File: src/rtl/lcal_pkg.sv
package lcal_pkg;

    typedef enum logic [2:0] {
        ST_IDLE = 3'd0,
        ST_T1   = 3'd1,
        ST_TCAL = 3'd2,
        ST_TRES = 3'd3,
        ST_DIV  = 3'd4
    } seq_state_e;

    localparam int NUM_CTR = 3;
    localparam int CTR_T1   = 0;
    localparam int CTR_TCAL = 1;
    localparam int CTR_TRES = 2;

    function automatic logic in_measure(input seq_state_e s);
        return (s == ST_T1) || (s == ST_TCAL) || (s == ST_TRES);
    endfunction

endpackage

File: src/rtl/lcal_ctr.sv
module lcal_ctr #(
    parameter int CW = 16
) (
    input  logic          clk,
    input  logic          rst,
    input  logic          clr,
    input  logic          en,
    output logic [CW-1:0] cnt,
    output logic          sat
);
    localparam logic [CW-1:0] TOP = '1;

    logic [CW-1:0] cnt_q;

    always_ff @(posedge clk) begin
        if (rst || clr)
            cnt_q <= '0;
        else if (en && (cnt_q != TOP))
            cnt_q <= cnt_q + 1'b1;
    end

    assign cnt = cnt_q;
    assign sat = (cnt_q == TOP);

    // a full counter never wraps to a smaller value
    p_no_wrap_r7: assert property (@(posedge clk) disable iff (rst)
        (cnt_q == TOP && !clr) |=> (cnt_q == TOP));
endmodule

File: src/rtl/lcal_div.sv
module lcal_div #(
    parameter int CW   = 16,
    parameter int FRAC = 8
) (
    input  logic             clk,
    input  logic             rst,
    input  logic             start,
    input  logic [CW-1:0]    num,
    input  logic [CW-1:0]    den,
    output logic             busy,
    output logic             done,
    output logic [CW+FRAC-1:0] quot
);
    localparam int N  = CW + FRAC;
    localparam int SW = $clog2(N + 1);

    logic [CW:0]   rem_q;
    logic [N-1:0]  acc_q;
    logic [CW-1:0] den_q;
    logic [SW-1:0] step_q;
    logic          busy_q, done_q;
    logic [N-1:0]  res_q;

    logic [CW:0]   shifted, diff;
    logic          ge;
    logic [N-1:0]  acc_nx;

    always_comb begin
        shifted = {rem_q[CW-1:0], acc_q[N-1]};
        ge      = (shifted >= {1'b0, den_q});
        diff    = shifted - {1'b0, den_q};
        acc_nx  = {acc_q[N-2:0], ge};
    end

    always_ff @(posedge clk) begin
        if (rst) begin
            rem_q  <= '0;
            acc_q  <= '0;
            den_q  <= '0;
            step_q <= '0;
            busy_q <= 1'b0;
            done_q <= 1'b0;
            res_q  <= '0;
        end else begin
            done_q <= 1'b0;
            if (start) begin
                rem_q  <= '0;
                acc_q  <= {num, {FRAC{1'b0}}};
                den_q  <= den;
                step_q <= SW'(N);
                busy_q <= 1'b1;
            end else if (busy_q) begin
                rem_q  <= ge ? diff : shifted;
                acc_q  <= acc_nx;
                step_q <= step_q - 1'b1;
                if (step_q == SW'(1)) begin
                    busy_q <= 1'b0;
                    done_q <= 1'b1;
                    res_q  <= acc_nx;
                end
            end
        end
    end

    assign busy = busy_q;
    assign done = done_q;
    assign quot = res_q;

    // a new division is never launched over a running one
    p_no_restart_r6: assert property (@(posedge clk) disable iff (rst)
        busy_q |-> !start);
    // completion is a single-cycle pulse
    p_done_pulse_r6: assert property (@(posedge clk) disable iff (rst)
        done_q |=> !done_q);
endmodule

File: src/rtl/lcal_fsm.sv
module lcal_fsm
    import lcal_pkg::*;
#(
    parameter int              CMDW    = 12,
    parameter logic [CMDW-1:0] CMD_MAX = '1
) (
    input  logic                clk,
    input  logic                rst,
    input  logic                step_det,
    input  logic                zc_det,
    input  logic                cur_reach,
    input  logic [CMDW-1:0]     cmd_in,
    input  logic [CMDW-1:0]     dvcal,
    input  logic [CMDW-1:0]     dvc,
    input  logic                div_done,
    output seq_state_e          state,
    output logic [CMDW-1:0]     cmd_out,
    output logic                pi_load,
    output logic                ctr_clr,
    output logic [NUM_CTR-1:0]  ctr_en,
    output logic                div_start
);
    seq_state_e    state_q;
    logic [CMDW-1:0] saved_q, cal_q, new_q;
    logic          load_q;

    function automatic logic [CMDW-1:0] clamp_add(input logic [CMDW-1:0] a,
                                                    input logic [CMDW-1:0] b);
        logic [CMDW:0] s;
        s = {1'b0, a} + {1'b0, b};
        if (s > {1'b0, CMD_MAX})
            return CMD_MAX;
        return s[CMDW-1:0];
    endfunction

    always_ff @(posedge clk) begin
        if (rst) begin
            state_q <= ST_IDLE;
            saved_q <= '0;
            cal_q   <= '0;
            new_q   <= '0;
            load_q  <= 1'b0;
        end else begin
            load_q <= 1'b0;
            unique case (state_q)
                ST_IDLE: if (step_det) begin
                    saved_q <= cmd_in;
                    state_q <= ST_T1;
                end
                ST_T1: if (zc_det) begin
                    cal_q   <= clamp_add(saved_q, dvcal);
                    state_q <= ST_TCAL;
                end
                ST_TCAL: if (cur_reach) begin
                    new_q   <= clamp_add(cal_q, dvc);
                    state_q <= ST_TRES;
                end
                ST_TRES: if (cur_reach) begin
                    load_q  <= 1'b1;
                    state_q <= ST_DIV;
                end
                ST_DIV: if (div_done) state_q <= ST_IDLE;
                default: state_q <= ST_IDLE;
            endcase
        end
    end

    always_comb begin
        ctr_clr              = (state_q == ST_IDLE) && step_det;
        ctr_en               = '0;
        ctr_en[CTR_T1]       = (state_q == ST_T1)   && !zc_det;
        ctr_en[CTR_TCAL]     = (state_q == ST_TCAL) && !cur_reach;
        ctr_en[CTR_TRES]     = (state_q == ST_TRES) && !cur_reach;
        div_start            = (state_q == ST_TRES) && cur_reach;
        unique case (state_q)
            ST_T1:   cmd_out = CMD_MAX;
            ST_TCAL: cmd_out = cal_q;
            ST_TRES: cmd_out = new_q;
            ST_DIV:  cmd_out = load_q ? new_q : cmd_in;
            default: cmd_out = cmd_in;
        endcase
    end

    assign state   = state_q;
    assign pi_load = load_q;

    // the calibration level never lies below the stored command
    p_cal_above_r3: assert property (@(posedge clk) disable iff (rst)
        (state_q == ST_TCAL) |-> (cal_q >= saved_q));
    // a step flag during a running sequence leaves the stored command alone
    p_ign_step_r9: assert property (@(posedge clk) disable iff (rst)
        (state_q != ST_IDLE && step_det) |=> $stable(saved_q));
endmodule

File: src/rtl/lcal_seq.sv
module lcal_seq
    import lcal_pkg::*;
#(
    parameter int              CW      = 16,
    parameter int              FRAC    = 8,
    parameter int              CMDW    = 12,
    parameter logic [CMDW-1:0] CMD_MAX = '1
) (
    input  logic                 clk,
    input  logic                 rst,
    input  logic                 step_det,
    input  logic                 zc_det,
    input  logic                 cur_reach,
    input  logic [CMDW-1:0]      cmd_in,
    input  logic [CMDW-1:0]      dvcal,
    input  logic [CMDW-1:0]      dvc,
    output logic [CMDW-1:0]      cmd_out,
    output logic                 pi_hold,
    output logic                 pi_load,
    output logic                 aux_hs_on,
    output logic                 pk_mask,
    output logic [CW-1:0]        t1_count,
    output logic [CW-1:0]        tcal_count,
    output logic [CW-1:0]        tres_count,
    output logic [CW+FRAC-1:0]   ratio,
    output logic                 cal_valid,
    output logic                 cal_done,
    output logic                 tbl_we,
    output logic                 seq_busy
);
    seq_state_e          state;
    logic                ctr_clr, div_start, div_busy, div_done;
    logic [NUM_CTR-1:0]  ctr_en, ctr_sat;
    logic [CW-1:0]       ctr_val [NUM_CTR];

    lcal_fsm #(.CMDW(CMDW), .CMD_MAX(CMD_MAX)) u_fsm (
        .clk(clk), .rst(rst), .step_det(step_det), .zc_det(zc_det),
        .cur_reach(cur_reach), .cmd_in(cmd_in), .dvcal(dvcal), .dvc(dvc),
        .div_done(div_done), .state(state), .cmd_out(cmd_out),
        .pi_load(pi_load), .ctr_clr(ctr_clr), .ctr_en(ctr_en),
        .div_start(div_start)
    );

    for (genvar i = 0; i < NUM_CTR; i++) begin : g_ctr
        lcal_ctr #(.CW(CW)) u_ctr (
            .clk(clk), .rst(rst), .clr(ctr_clr), .en(ctr_en[i]),
            .cnt(ctr_val[i]), .sat(ctr_sat[i])
        );
    end

    lcal_div #(.CW(CW), .FRAC(FRAC)) u_div (
        .clk(clk), .rst(rst), .start(div_start),
        .num(ctr_val[CTR_TRES]), .den(ctr_val[CTR_T1]),
        .busy(div_busy), .done(div_done), .quot(ratio)
    );

    assign t1_count   = ctr_val[CTR_T1];
    assign tcal_count = ctr_val[CTR_TCAL];
    assign tres_count = ctr_val[CTR_TRES];

    assign pi_hold    = in_measure(state);
    assign aux_hs_on  = (state == ST_T1);
    assign pk_mask    = (state == ST_TCAL);
    assign seq_busy   = (state != ST_IDLE);
    assign cal_valid  = !(|ctr_sat) && (t1_count != '0) && (tres_count >= t1_count);
    assign cal_done   = (state == ST_DIV) && div_done;
    assign tbl_we     = cal_done && cal_valid;

    // an accepted step forces the ceiling and the auxiliary switch next cycle
    p_step_force_r2: assert property (@(posedge clk) disable iff (rst)
        (!seq_busy && step_det) |=> (cmd_out == CMD_MAX && aux_hs_on && pi_hold));
    // the block is idle right after completion
    p_done_idle_r6: assert property (@(posedge clk) disable iff (rst)
        cal_done |=> (!seq_busy && !pi_hold && !cal_done));
    // the divider only runs after the loop has been released
    p_div_free_r5: assert property (@(posedge clk) disable iff (rst)
        div_busy |-> !pi_hold);
endmodule

File: config.mk
export PLATFORM = sky130hd
export DESIGN_NAME = lcal_seq
export DESIGN_NICKNAME = d
export VERILOG_FILES = /design/src/rtl/lcal_pkg.sv /design/src/rtl/lcal_ctr.sv /design/src/rtl/lcal_div.sv /design/src/rtl/lcal_fsm.sv /design/src/rtl/lcal_seq.sv
export SDC_FILE = /design/constraint.sdc
export NUM_CORES = 1
export LEC_CHECK = 0
export ABC_AREA = 1
export ABC_CLOCK_PERIOD_IN_PS = 2050
export BUFFER_PORTS_ARGS = -buffer_cell sky130_fd_sc_hd__buf_4
export CORE_MARGIN = 8
export CORE_UTILIZATION = 59
export DETAILED_ROUTE_END_ITERATION = 8
export PLACE_DENSITY_LB_ADDON = 0.15
export SYNTH_ARGS = -nofsm -noshare
export SYNTH_HDL_FRONTEND = slang
export SYNTH_SLANG_ARGS = --single-unit
File: constraint.sdc
create_clock -name clk -period 2.05 [get_ports clk]
set_input_delay 0.205 -clock clk [delete_from_list [all_inputs] [get_ports clk]]
set_output_delay 0.205 -clock clk [all_outputs]
set_load 0.005 [all_outputs]
**Word level (Yosys, flattened, before mapping)**

Cells that the tools add are included.

- Bits in registers: 175
- Output and inout bits: 92
- Logic and storage cells: 108
- Input port bits: 41

- Multiplexer cells: 30
- $add $sub $neg: 7
- Equal/unequal tests: 16
- Reductions and logical operators: 31
- Bitwise logic cells: 3
- Order comparisons: 4

Operators by type and width:

| operator | count |
|---|---|
| 12-bit 2-to-1 mux | 5 |
| 16-bit by 1-bit adder with 16-bit output, second input constant | 3 |
| 16-bit equality test, second input constant | 3 |
| 24-bit 2-to-1 mux | 2 |
| 16-bit != test, second input constant | 3 |
| 12-bit case mux with 4 select lines | 1 |
| 12-bit by 12-bit adder with 13-bit output | 2 |
| 13-bit by 12-bit > comparator with 1-bit output, second input constant | 2 |
| 17-bit by 16-bit >= comparator with 1-bit output | 1 |
| 16-bit >= comparator | 1 |
| 16-bit 2-to-1 mux | 1 |
| 16-bit nonzero test | 1 |
| 16-bit subtractor | 1 |
| 3-bit 2-to-1 mux | 5 |
| 3-bit case mux with 5 select lines | 1 |
| 1-bit 2-to-1 mux | 13 |
| 1-bit logical AND | 12 |
| 5-bit 2-to-1 mux | 2 |
| 2-bit != test, second input constant | 4 |
| 3-bit by 2-bit equality test with 1-bit output, second input constant | 2 |
| 2-bit AND reduction | 3 |
| 3-bit OR reduction | 2 |
| 5-bit by 1-bit equality test with 1-bit output, second input constant | 1 |
| 5-bit AND reduction | 1 |
| other kinds (12) | 19 |

**Logic depth before layout (Yosys ltp)**

Gate-level depths: netlist of the first run.

- Depth in word-level cells: 7
- Gate-level depth with buffers: 15
- Depth with buffers taken out: 15

**Cells and area by module**

Synthesis of the first run repeated with hierarchy kept, for this count alone.

- Cells, all modules: 1,701
- Area, all modules: 11,119.4 sq um

By module, submodules not included:

| module | area each (sq um) | cells each | times used | seq. area each (sq um) |
|---|---|---|---|---|
| lcal_div | 4,479.3 | 648 | 1 | 1,741.7 |
| lcal_fsm | 3,229.3 | 530 | 1 | 800.8 |
| lcal_ctr | 954.7 | 144 | 3 | 320.3 |
| lcal_seq | 546.8 | 91 | 1 | 0.0 |

**Worst setup path after synthesis of the first run**

No wires, ideal clock.

- Path kind: reg-to-reg
- From: register u_div.acc_q[23]
- To: register u_div.rem_q[14]
- Required time: 1.937 ns
- Slack: 0.201 ns
- Library setup time: 0.113 ns
- Arrival time: 1.735 ns
- Clock period less this slack: 1.849 ns
- Stages on the path, launching flop included: 16
- Path buffers: 0
- Path through: dfxtp_1 > inv_1 > ha_1 > fa_1 > inv_1 > nand3_1 > nand3_1 > nand2_1 > nand2_1 > nand2_1 > nand2_1 > nand2_1 > nand2_1 > nor2_1 > nor2_1 > nor2_1

- Cells in the longest elaborated chain, start to end: 2
- Elaborated cells on any way between the ends: 3
- Classes of those cells: add/sub (1); order compare (1); mux (1)

RTL lines:

| item | line | RTL |
|---|---|---|
| from (decl) | lcal_div.sv:18 | `logic [N-1:0] acc_q;` |
| from (signal assigned) | lcal_div.sv:48 | `acc_q <= {num, {FRAC{1'b0}}};` |
| from (signal assigned) | lcal_div.sv:54 | `acc_q <= acc_nx;` |
| 16-bit subtractor or 17-bit by 16-bit >= comparator with 1-bit output (tied branches) | lcal_div.sv:31, lcal_div.sv:30 |  |
| 16-bit 2-to-1 mux * | lcal_div.sv:53 | `rem_q <= ge ? diff : shifted;` |
| to (signal assigned) | lcal_div.sv:53 |  |
| to (decl) | lcal_div.sv:17 | `logic [CW:0] rem_q;` |

Every way passes the cells marked *; elsewhere a longest branch is shown, timed or not.
A chain may end at the register's enable or synchronous reset.

**Worst setup path after layout of the first run**

- From: register g_ctr[0].u_ctr.cnt_q[2]
- To: output port tbl_we

- Cells in the longest elaborated chain, start to end: 6
- Elaborated cells on any way between the ends: 8
- Classes of those cells: order compare (1); eq/ne (1); reduce/logical (6)

RTL lines:

| item | line | RTL |
|---|---|---|
| from (decl) | lcal_ctr.sv:13 | `logic [CW-1:0] cnt_q;` |
| from (signal assigned) | lcal_ctr.sv:19 | `cnt_q <= cnt_q + 1'b1;` |
| branches (longest 4 deep; another with 16-bit >= comparator) | - |  |
| 1-bit logical AND * | lcal_seq.sv:65 | `assign cal_valid = !(\|ctr_sat) && (t1_count != '0) && (tres_count >= t1_count);` |
| 1-bit logical AND * | lcal_seq.sv:67 | `assign tbl_we = cal_done && cal_valid;` |
| to (decl) | lcal_seq.sv:28 | `output logic tbl_we,` |

Every way passes the cells marked *.

==> impl_results.md, run 1 <==
- Status: complete, but fails checks
- Violated checks: negative setup slack
- FF-to-FF End: u_div.rem_q[3]
- Period utilisation layout: 1.06
- Syn. warnings: 0
- Core Region: 0.0172 mm²
- Post-synth EDFFs: 0
- First-pass GRT wire length: 51800 µm
- Largest net degree at the start of global routing: 35
- Data arrival, critical path: 1960 ps
- Crit Path Max Fanout: 6
- Worst Setup EP: tbl_we
- Clock sinks: 175
- R2R Path Start: u_fsm.state[1]
- Fraction of layout instances using a drive strength above 1: 0.253
- PwrDens: 817 mW/mm²
- Post-Route WL: 33800 µm
- Clock-pin slew on the worst setup and hold paths: 70 ps
- Avg Cell Area, Syn: 6.73 µm²
- Vias in the first global route: 10492
- Total track usage: 0.287
- Via density: 5.65
- Post-CTS Hold Fix Bufs: 0
- Die height: 149 µm
- Worst VDD drop: 599 µV
- Metal-1 WL: 14300 µm
- # DRC: 0
- CTS Buffer Depth: 2
- Top Layer Used: met4
- R2R depth: 9
- Synth Flop Type: dfxtp_1
- # diodes: 0
- Cells after Synth: 1541
- Peak Freq: 461 MHz
- ANT nets after route: 0
- Kind of critical path: reg2out
- Nets: 1864
- Port Buffers: 132
- Met2 routed WL: 16000 µm
- Initial antenna violation count: 0
- Syn nets: 1647
- Total chip power: 0.0111 W
- Row cnt: 48
- DR vias: 11282
- Critical path startpoint: g_ctr[0].u_ctr.cnt[2]
- Met3 wire len: 2370 µm
- Starting density of the core: 0.601
- Post-synthesis async set-or-reset flop share: 0
- Startpoint Class: flop
- Netlist cell types: 52
- Critical Path RT: 1850 ps
- Worst-Margin Slew: 544 ps
- Max-slew headroom: 0.637
- Die Wd: 149 µm
- Global route overflow: 0
- H-tree depth: 4
- Starting DRT DRC Count: 979
- Clock root cell: clkbuf_16
- Routed len/inst: 16.9 µm
- Final worst slack: -120 ps
- GPL Wtd Cong: 0.967
- Leak: 6.20 nW
- Synth Cell Area: 0.0104 mm²
- MaxCap Viol Count: 0
- Register area share after synthesis: 0.338
- Minimum clock period: 2170 ps
- Flops & latches, synth: 175
- Fin util: 0.786
- Drt pass-1 iters: 6
- IO Pins: 133
- Slew Viols, Final: 0
- Setup_tns: -238 ps
- Number of buffers created by CTS: 17
- Hold/Removal Path Class: in2reg
- Critical Path Sink Type: output port
- Worst-Skew Late Latency: 440 ps
- FF-to-FF setup slack: 60 ps
- P&R area growth vs syn: 30.8%
- HPWL Detailed: 24000 µm
- Die ar.: 0.0221 mm²
- Worst clock skew: 14.7 ps
- Unrepaired setup endpoints after global routing: true
- TritonCTS clock tree: done
- Hold Fails Final Rpt: 0
- Final setup fails: 2
-- synthesized netlist by cell type, drive strengths merged, types with 4 or more instances --
cell,n,area (µm²)
nor3,27,151
nand3,100,505
nand2,402,1530
buf,27,174
dfxtp,175,3500
a21oi,108,541
o21ai,88,444
inv,215,807
nand4,45,282
o21a,4,30.0
o211ai,4,30.0
ha,62,776
xnor2,10,87.6
a31oi,25,156
or2,8,50.1
clkbuf,20,76.3
o22ai,19,119
xor2,21,184
nor2,146,596
nor4,5,52.6
nor3b,4,35.0
-- placed cells by master, fill, tap and decap left out, types with 4 or more instances in the layout --
cell        instances
a31oi_1            25
nor2_2             13
o22ai_1            19
nor3_1             20
a21oi_2             6
nand2_1           378
nand3_2             7
nand2_2            20
buf_4             236
clkbuf_16          17
o211ai_1            4
inv_2              20
inv_1             189
xnor2_1            10
nor3_2              5
ha_4               28
a21oi_1           102
dfxtp_1           145
nor2_1            126
clkinvlp_4          4
nand4_1            45
xor2_1             20
nand3_1            92
nand2_4             5
buf_6               8
dfxtp_4             7
nor2_4              7
ha_1               33
o21ai_0            79
inv_8               6
dfxtp_2            23
or2_2               5
o21ai_1             5
-- layout make-up --
type                       count  area, µm²
clock buffer                  18        439
clock inverter                14        143
inverter                     216        831
fill                        1273       3680
timing repair buffer         244       1860
tap                          225        282
multi-input combinational   1104       6440
sequential                   175       3560
-- logic make-up after synthesis --
group | count (synthesis) | share of synthesized area
AO/OA/AOI/OAI | 264 | 0.140
XOR/XNOR | 31 | 0.0262
adder cells (fa/ha/maj) | 65 | 0.0806
buffers and inverters | 263 | 0.102
flip-flops | 175 | 0.338
AND/OR/NAND/NOR | 743 | 0.313
-- timing repair --
item                                    CTS  global route
gates cloned                              2             1
pin swaps                                22            24
setup buffers                            12            12
gates resized for setup                  74           109
endpoints found under the setup margin   22            47
-- worst min path at each step --
stage                                start                to  cells after the start
after floorplan                  cmd_in[0]  u_fsm.saved_q[0]                      2
after global placement    u_fsm.saved_q[7]  u_fsm.saved_q[7]                      2
after detailed placement  u_fsm.saved_q[8]  u_fsm.saved_q[8]                      2
after CTS                        cmd_in[3]  u_fsm.saved_q[3]                      3
after global routing             cmd_in[3]  u_fsm.saved_q[3]                      3
final                            cmd_in[3]  u_fsm.saved_q[3]                      3
-- power breakdown --
part	switching [W]	total [W]	internal (W)
registers	0.000222	0.00387	0.00365
logic	0.00236	0.00396	0.00159
clock network	0.00159	0.00325	0.00166
total	0.00418	0.0111	0.00690
-- flip-flops by register name, summed over array words and instances (netlist names) --
register / cells
u_div.busy: 1
u_fsm.pi_load: 1
u_div.den_q: 16
g_ctr.u_ctr.cnt: 48
u_div.acc_q: 24
u_fsm.saved_q: 12
u_fsm.cal_q: 12
u_div.done: 1
u_div.quot: 24
u_fsm.state: 3
u_fsm.new_q: 12
u_div.rem_q: 16
u_div.step_q: 5
-- per-stage QoR --
| step | area, µm² | cells | setup WS [ps] | hold WS, ps |
|---|---|---|---|---|
| floorplan | 10400 | 1541 | 201 | 398 |
| global placement | 12000 | 1937 | 4.44 | 436 |
| detailed placement | 12000 | 1937 | -49.1 | 444 |
| CTS | 13000 | 1983 | -122 | 76.5 |
| global route | 13600 | 1996 | -232 | 109 |
| finish | 13600 | 1996 | -120 | 87.1 |
-- metal layers --
| metal | global-route usage | vias up |
|---|---|---|
| li1 | - | 5487 |
| met1 | 0.361 | 5237 |
| met2 | 0.478 | 470 |
| met3 | 0.0577 | 88 |
| met4 | 0.101 | 0 |
| met5 | 0 | - |
-- critical path: stages (launching register included) --
cell and delay [ps]:
dfxtp_4 360, inv_2 80, buf_4 170, nand3_1 110
nor3_2 210, nand4_1 150, nand3_2 120, nor2_1 50
nand2_2 100, nor2_1 50, buf_4 130
(Power assumes the default switching activity.)
==> run 2: changes to the inputs <==
- MAX_ROUTING_LAYER: unset -> met4
==> run 2 against run 1 <==
The run still ends with negative setup slack left. Fmax is 1.5% lower. Utilization up 1.7 points. Critical endpoint is now cal_valid. Via count is 3.3% higher.
==> impl_results.md, run 2 (synthesized netlist as in run 1, its figures left out) <==
- Status: complete, but fails checks (unchanged)
- Violated checks: negative setup slack (unchanged)
- R2R Path Start: u_div.den_q[4] (was u_fsm.state[1])
- GPL Wtd Cong: 0.955 (was 0.967)
- PwrDens: 812 mW/mm² (was 817 mW/mm²)
- Fin util: 0.803 (was 0.786)
- Total chip power: 0.0112 W (was 0.0111 W)
- CP max stage cell: dfxtp_4 (unchanged)
- Post-Route WL: 35500 µm (was 33800 µm)
- Port Buffers: 132 (unchanged)
- Clock-pin slew on the worst setup and hold paths: 80 ps (was 70 ps)
- Hold/Removal Path Class: in2reg (unchanged)
- Worst VDD drop: 630 µV (was 599 µV)
- Clock sinks: 175 (unchanged)
- Worst-path cell chain: ha_4 -> inv_4 -> nor4_4 -> nand4_1 -> nand3_2 -> nor2_4 -> nand2_4 -> inv_2 -> buf_6 (was inv_2 -> buf_4 -> nand3_1 -> nor3_2 -> nand4_1 -> nand3_2 -> nor2_1 -> nand2_2 -> nor2_1 -> buf_4)
- Footprint of the multi-input gates: 0.00655 mm² (was 0.00644 mm²)
- Max stage delay on crit path: 380 ps (was 360 ps)
- P&R area growth vs syn: 33.6% (was 30.8%)
- Startpoint Class: flop (unchanged)
- Crit Path Max Fanout: 3 (was 6)
- Largest net degree at the start of global routing: 35 (unchanged)
- Worst-Skew Late Latency: 440 ps (about the same)
- Period utilisation layout: 1.07 (was 1.06)
- Worst Hold Launch: cmd_in[3] (unchanged)
- IO Pins: 133 (unchanged)
- Routed len/inst: 17.7 µm (was 16.9 µm)
- Seq. cell area: 0.00358 mm² (was 0.00356 mm²)
- Die Wd: 149 µm (unchanged)
- Die ar.: 0.0221 mm² (unchanged)
- Number of fill cells: 1205 (was 1273)
- Minimum clock period: 2200 ps (was 2170 ps)
- # diodes: 0 (unchanged)
- # DRC: 0 (unchanged)
- Critical Path RT: 1850 ps (about the same)
- Clock root cell: clkbuf_16 (unchanged)
- Peak Freq: 454 MHz (was 461 MHz)
- Initial antenna violation count: 0 (unchanged)
- FF-to-FF setup slack: -20 ps (was 60 ps)
- Starting density of the core: 0.601 (unchanged)
- DR vias: 11659 (was 11282)
- Data arrival, critical path: 2000 ps (was 1960 ps)
- Vias in the first global route: 10921 (was 10492)
- Worst-Margin Slew: 554 ps (was 544 ps)
- Slew Viols, Final: 0 (unchanged)
- Nets: 1879 (was 1864)
- Post-CTS Hold Fix Bufs: 0 (unchanged)
- Global route overflow: 0 (unchanged)
- Worst clock skew: 11.9 ps (was 14.7 ps)
- Commonest cells after routing, fill and taps aside: 360 x nand2_1, 248 x buf_4, 185 x inv_1, 138 x dfxtp_1, 117 x nor2_1 (was 378 x nand2_1, 236 x buf_4, 189 x inv_1, 145 x dfxtp_1, 126 x nor2_1)
- Max-slew headroom: 0.630 (was 0.637)
- Die height: 149 µm (unchanged)
- Row cnt: 48 (unchanged)
- Commonest non-fill, non-tap cell in the layout: nand2_1 (unchanged)
- HPWL Detailed: 24800 µm (was 24000 µm)
- Worst Hold Slack: 79.8 ps (was 87.1 ps)
- Kind of critical path: reg2out (unchanged)
- Via density: 5.80 (was 5.65)
- Setup_tns: -344 ps (was -238 ps)
- Max reg flops: 48 (unchanged)
- Final setup fails: 6 (was 2)
- Core Region: 0.0172 mm² (unchanged)
- Total track usage: 0.305 (was 0.287)
- CTS Buffer Depth: 2 (unchanged)
- Drt pass-1 iters: 6 (unchanged)
- H-tree depth: 4 (unchanged)
- Unrepaired setup endpoints after global routing: true (unchanged)
- Fraction of layout instances using a drive strength above 1: 0.282 (was 0.253)
- First-pass GRT wire length: 53300 µm (was 51800 µm)
- Starting DRT DRC Count: 1081 (was 979)
- Critical path startpoint: g_ctr[2].u_ctr.cnt[1] (was g_ctr[0].u_ctr.cnt[2])
- Hold Fails Final Rpt: 0 (unchanged)
- MaxCap Viol Count: 0 (unchanged)
- Leak: 6.30 nW (was 6.20 nW)
- TritonCTS clock tree: done (unchanged)
- Final worst slack: -154 ps (was -120 ps)
- Critical Path Sink Type: output port (unchanged)
- Number of buffers created by CTS: 17 (unchanged)
- ANT nets after route: 0 (unchanged)
run 2: changes by cell type in the layout (fill, tap and decap cells not counted), sizes merged:
cell      before  now
clkinvlp       4    2
clkbuf        18   17
bufinv         0    1
buf          244  260
nand2        403  402
clkinv         5    7
run 2: worst max-delay path: cells and delay by family (launching register included):
| family | cells | cell delay [ps] |
|---|---|---|
| DFF | 1 | 380 |
| and+or+nand+nor | 5 | 830 |
| adders and majority gates | 1 | 160 |
| buffers and inverters | 3 | 180 |
run 2: worst paths after layout:
| check | end | depth (start not counted) |
|---|---|---|
| max | cal_valid | 9 |
| max reg2reg | u_div.rem_q[3] | 13 |
| min reg2reg | u_fsm.saved_q[9] | 2 |
| min | u_fsm.saved_q[3] | 3 |
run 2: per-stage QoR:
step                      cells  worst slack (ps)  instance area [µm²]
after floorplan            1541               201                10400
after global placement     1946             -66.5                12100
after detailed placement   1946             -60.4                12100
after CTS                  1988              -125                13100
after global routing       2011              -192                13800
final                      2011              -154                13800
run 2: power breakdown:
group / internal, W / leakage [nW] / switching [W]
clock: 0.00177 / 0.302 / 0.00162
combinational: 0.00159 / 4.56 / 0.00240
sequential: 0.00364 / 1.44 / 0.000220
total: 0.00700 / 6.30 / 0.00424
run 2: layout make-up:
| cell class | instances | area share |
|---|---|---|
| multi-input cells | 1103 | 0.473 |
| flip-flops and latches | 175 | 0.258 |
| repair buffers | 260 | 0.144 |
| inverters | 216 | 0.0600 |
| clock buffers | 17 | 0.0307 |
| well taps | 225 | 0.0203 |
| clock inverters | 15 | 0.0137 |
run 2: timing repair:
item,4_1_cts,5_1_grt
endpoints found under the setup margin,28,65
buffers inserted,8,23
cloned,2,0
gates resized for setup,78,162
pin swaps,21,53
run 2: metal layers:
layer | wire [µm] | share of wire | track usage | up-vias
li1 | - | - | - | 5523
met1 | 14300 | 0.40 | 0.365 | 5428
met2 | 17200 | 0.48 | 0.497 | 579
met3 | 2720 | 0.076 | 0.0577 | 129
met4 | 1310 | 0.037 | 0.119 | 0
met5 | 0 | 0 | - | -
==> run 3: changes to the inputs <==
- CORE_UTILIZATION: 59 -> 61
- CTS_BUF_LIST: unset -> sky130_fd_sc_hd__clkbuf_8
==> run 3 against run 2 <==
The flow still finishes with violations (negative setup slack). Sequential cell count stayed put. Count of clock-buffer cells in the layout unchanged. Fmax is 6.2% lower. Clock skew grew 6.6 ps. Final cell count down 0.60%. Cell area down 2.0%. Global-route usage grew 0.11 points. Critical path type unchanged. Critical endpoint is now tbl_we. Highest routed layer unchanged.
==> impl_results.md, run 3 (synthesized netlist as in run 1, its figures left out) <==
- # diodes: 0 (unchanged)
- Crit Path Max Fanout: 4 (was 3)
- Data arrival, critical path: 2140 ps (was 2000 ps)
- Largest net degree at the start of global routing: 40 (was 35)
- TritonCTS clock tree: done (unchanged)
- First-pass GRT wire length: 52500 µm (was 53300 µm)
- MaxCap Viol Count: 0 (unchanged)
- Worst-Skew Late Latency: 480 ps (was 440 ps)
- Final instance area: 0.0136 mm² (was 0.0138 mm²)
- Number of buffers created by CTS: 17 (unchanged)
- Max reg flops: 48 (unchanged)
- Global route overflow: 0 (unchanged)
- H-tree depth: 4 (unchanged)
- Worst clock skew: 18.5 ps (was 11.9 ps)
- R2R depth: 15 (was 13)
- Total chip power: 0.0106 W (was 0.0112 W)
- Setup_tns: -592 ps (was -344 ps)
- Die ar.: 0.0214 mm² (was 0.0221 mm²)
- DR vias: 11409 (was 11659)
- Critical path startpoint: g_ctr[0].u_ctr.cnt[8] (was g_ctr[2].u_ctr.cnt[1])
- Row cnt: 47 (was 48)
- Vias in the first global route: 10611 (was 10921)
- Fraction of layout instances using a drive strength above 1: 0.278 (was 0.282)
- Violated checks: negative setup slack (unchanged)
- FF-to-FF End: u_div.quot[0] (was u_div.rem_q[3])
- Metal-1 WL: 14000 µm (was 14300 µm)
- Slew Viols, Final: 0 (unchanged)
- R2R Path Start: u_div.den_q[2] (was u_div.den_q[4])
- Startpoint Class: flop (unchanged)
- Worst Hold Slack: 30.9 ps (was 79.8 ps)
- Via density: 5.71 (was 5.80)
- Worst Setup EP: tbl_we (was cal_valid)
- Number of fill cells: 1194 (was 1205)
- Top Layer Used: met4 (unchanged)
- Core Region: 0.0166 mm² (was 0.0172 mm²)
- IO Pins: 133 (unchanged)
- Seq. cell area: 0.00357 mm² (was 0.00358 mm²)
- Initial antenna violation count: 0 (unchanged)
- Minimum clock period: 2350 ps (was 2200 ps)
- Critical Path RT: 1850 ps (about the same)
- CTS Buffer Depth: 2 (unchanged)
- Hold/Removal Path Class: in2reg (unchanged)
- Clock sinks: 175 (unchanged)
- Starting density of the core: 0.625 (was 0.601)
- DP Area: 0.0121 mm² (about the same)
- Total track usage: 0.306 (was 0.305)
- Post-CTS Hold Fix Bufs: 0 (unchanged)
- Die Wd: 146 µm (was 149 µm)
- Max-slew headroom: 0.646 (was 0.630)
- Commonest non-fill, non-tap cell in the layout: nand2_1 (unchanged)
- Routed len/inst: 17.2 µm (was 17.7 µm)
- PwrDens: 784 mW/mm² (was 812 mW/mm²)
- Critical Path Sink Type: output port (unchanged)
- Period utilisation layout: 1.15 (was 1.07)
- Port Buffers: 132 (unchanged)
- Die height: 146 µm (was 149 µm)
- Drt pass-1 iters: 7 (was 6)
- HPWL Detailed: 24500 µm (was 24800 µm)
- Nets: 1872 (was 1879)
- Clock-pin slew on the worst setup and hold paths: 110 ps (was 80 ps)
- Peak Freq: 426 MHz (was 454 MHz)
- Status: complete, but fails checks (unchanged)
- Post-Route WL: 34400 µm (was 35500 µm)
- Worst-Margin Slew: 530 ps (was 554 ps)
- Commonest cells after routing, fill and taps aside: 365 x nand2_1, 243 x buf_4, 177 x inv_1, 133 x dfxtp_1, 123 x nor2_1 (was 360 x nand2_1, 248 x buf_4, 185 x inv_1, 138 x dfxtp_1, 117 x nor2_1)
- ANT nets after route: 0 (unchanged)
- Worst VDD drop: 500 µV (was 630 µV)
- Kind of critical path: reg2out (unchanged)
- Footprint of the multi-input gates: 0.00651 mm² (was 0.00655 mm²)
- Final worst slack: -300 ps (was -154 ps)
- # DRC: 0 (unchanged)
- Pre-CTS worst setup slack: -48.0 ps (was -60.4 ps)
- Met2 routed WL: 16500 µm (was 17200 µm)
- GPL Wtd Cong: 1.02 (was 0.955)
- Leak: 6.19 nW (was 6.30 nW)
- FF-to-FF setup slack: 60 ps (was -20 ps)
- Met3 wire len: 2480 µm (was 2720 µm)
- P&R area growth vs syn: 30.9% (was 33.6%)
- Clock root cell: clkbuf_8 (was clkbuf_16)
- Starting DRT DRC Count: 938 (was 1081)
- Unrepaired setup endpoints after global routing: true (unchanged)
- Final setup fails: 5 (was 6)
- Hold Fails Final Rpt: 0 (unchanged)
run 3: power breakdown:
part / internal [W] / switching [W] / leakage, nW
logic: 0.00166 / 0.00245 / 4.53
clock network: 0.000997 / 0.00166 / 0.221
registers: 0.00365 / 0.000223 / 1.44
total: 0.00630 / 0.00433 / 6.19
run 3: per-layer routing:
layer	up-vias	GRT usage
met3	109	0.0649
met1	5286	0.364
met4	0	0.114
li1	5502	-
met2	512	0.500
met5	-	-
run 3: layout make-up:
cell class / instances / share of cell area
tap: 220 / 0.0203
multi-input combinational: 1103 / 0.480
inverter: 216 / 0.0609
timing repair buffer: 252 / 0.142
sequential: 175 / 0.263
clock inverter: 15 / 0.0159
clock buffer: 17 / 0.0172
timing repair inverter: 1 / 0.000553
run 3: how the worst min path moves through the flow:
stage	startpoint	to	depth (start not counted)
floorplan	cmd_in[0]	u_fsm.saved_q[0]	2
global placement	u_fsm.saved_q[8]	u_fsm.saved_q[8]	2
detailed placement	u_fsm.saved_q[9]	u_fsm.saved_q[9]	2
CTS	cmd_in[2]	u_fsm.saved_q[2]	3
global route	cmd_in[0]	u_fsm.saved_q[0]	3
finish	cmd_in[0]	u_fsm.saved_q[0]	3
run 3: worst max-delay path, stage by stage, from the launching register on:
cell and delay (ps):
dfxtp_2 390, inv_1 80, ha_1 280, nand2_1 100, nor3_4 250, nand3_1 150
nand3_2 120, nand2_4 90, nor2_2 90, buf_4 110
run 3: what timing repair did:
item / CTS / global route
cloned: 2 / 1
endpoints found under the setup margin: 26 / 53
pin swaps: 17 / 50
buffers inserted: 10 / 15
resized for setup: 68 / 162
run 3: metrics by stage:
| step | utilization | std cells |
|---|---|---|
| 2_1_floorplan | - | 1541 |
| 3_3_place_gp | 0.728 | 1939 |
| 3_5_place_dp | 0.728 | 1939 |
| 4_1_cts | 0.774 | 1983 |
| 5_1_grt | 0.818 | 1999 |
| 6_report | 0.818 | 1999 |
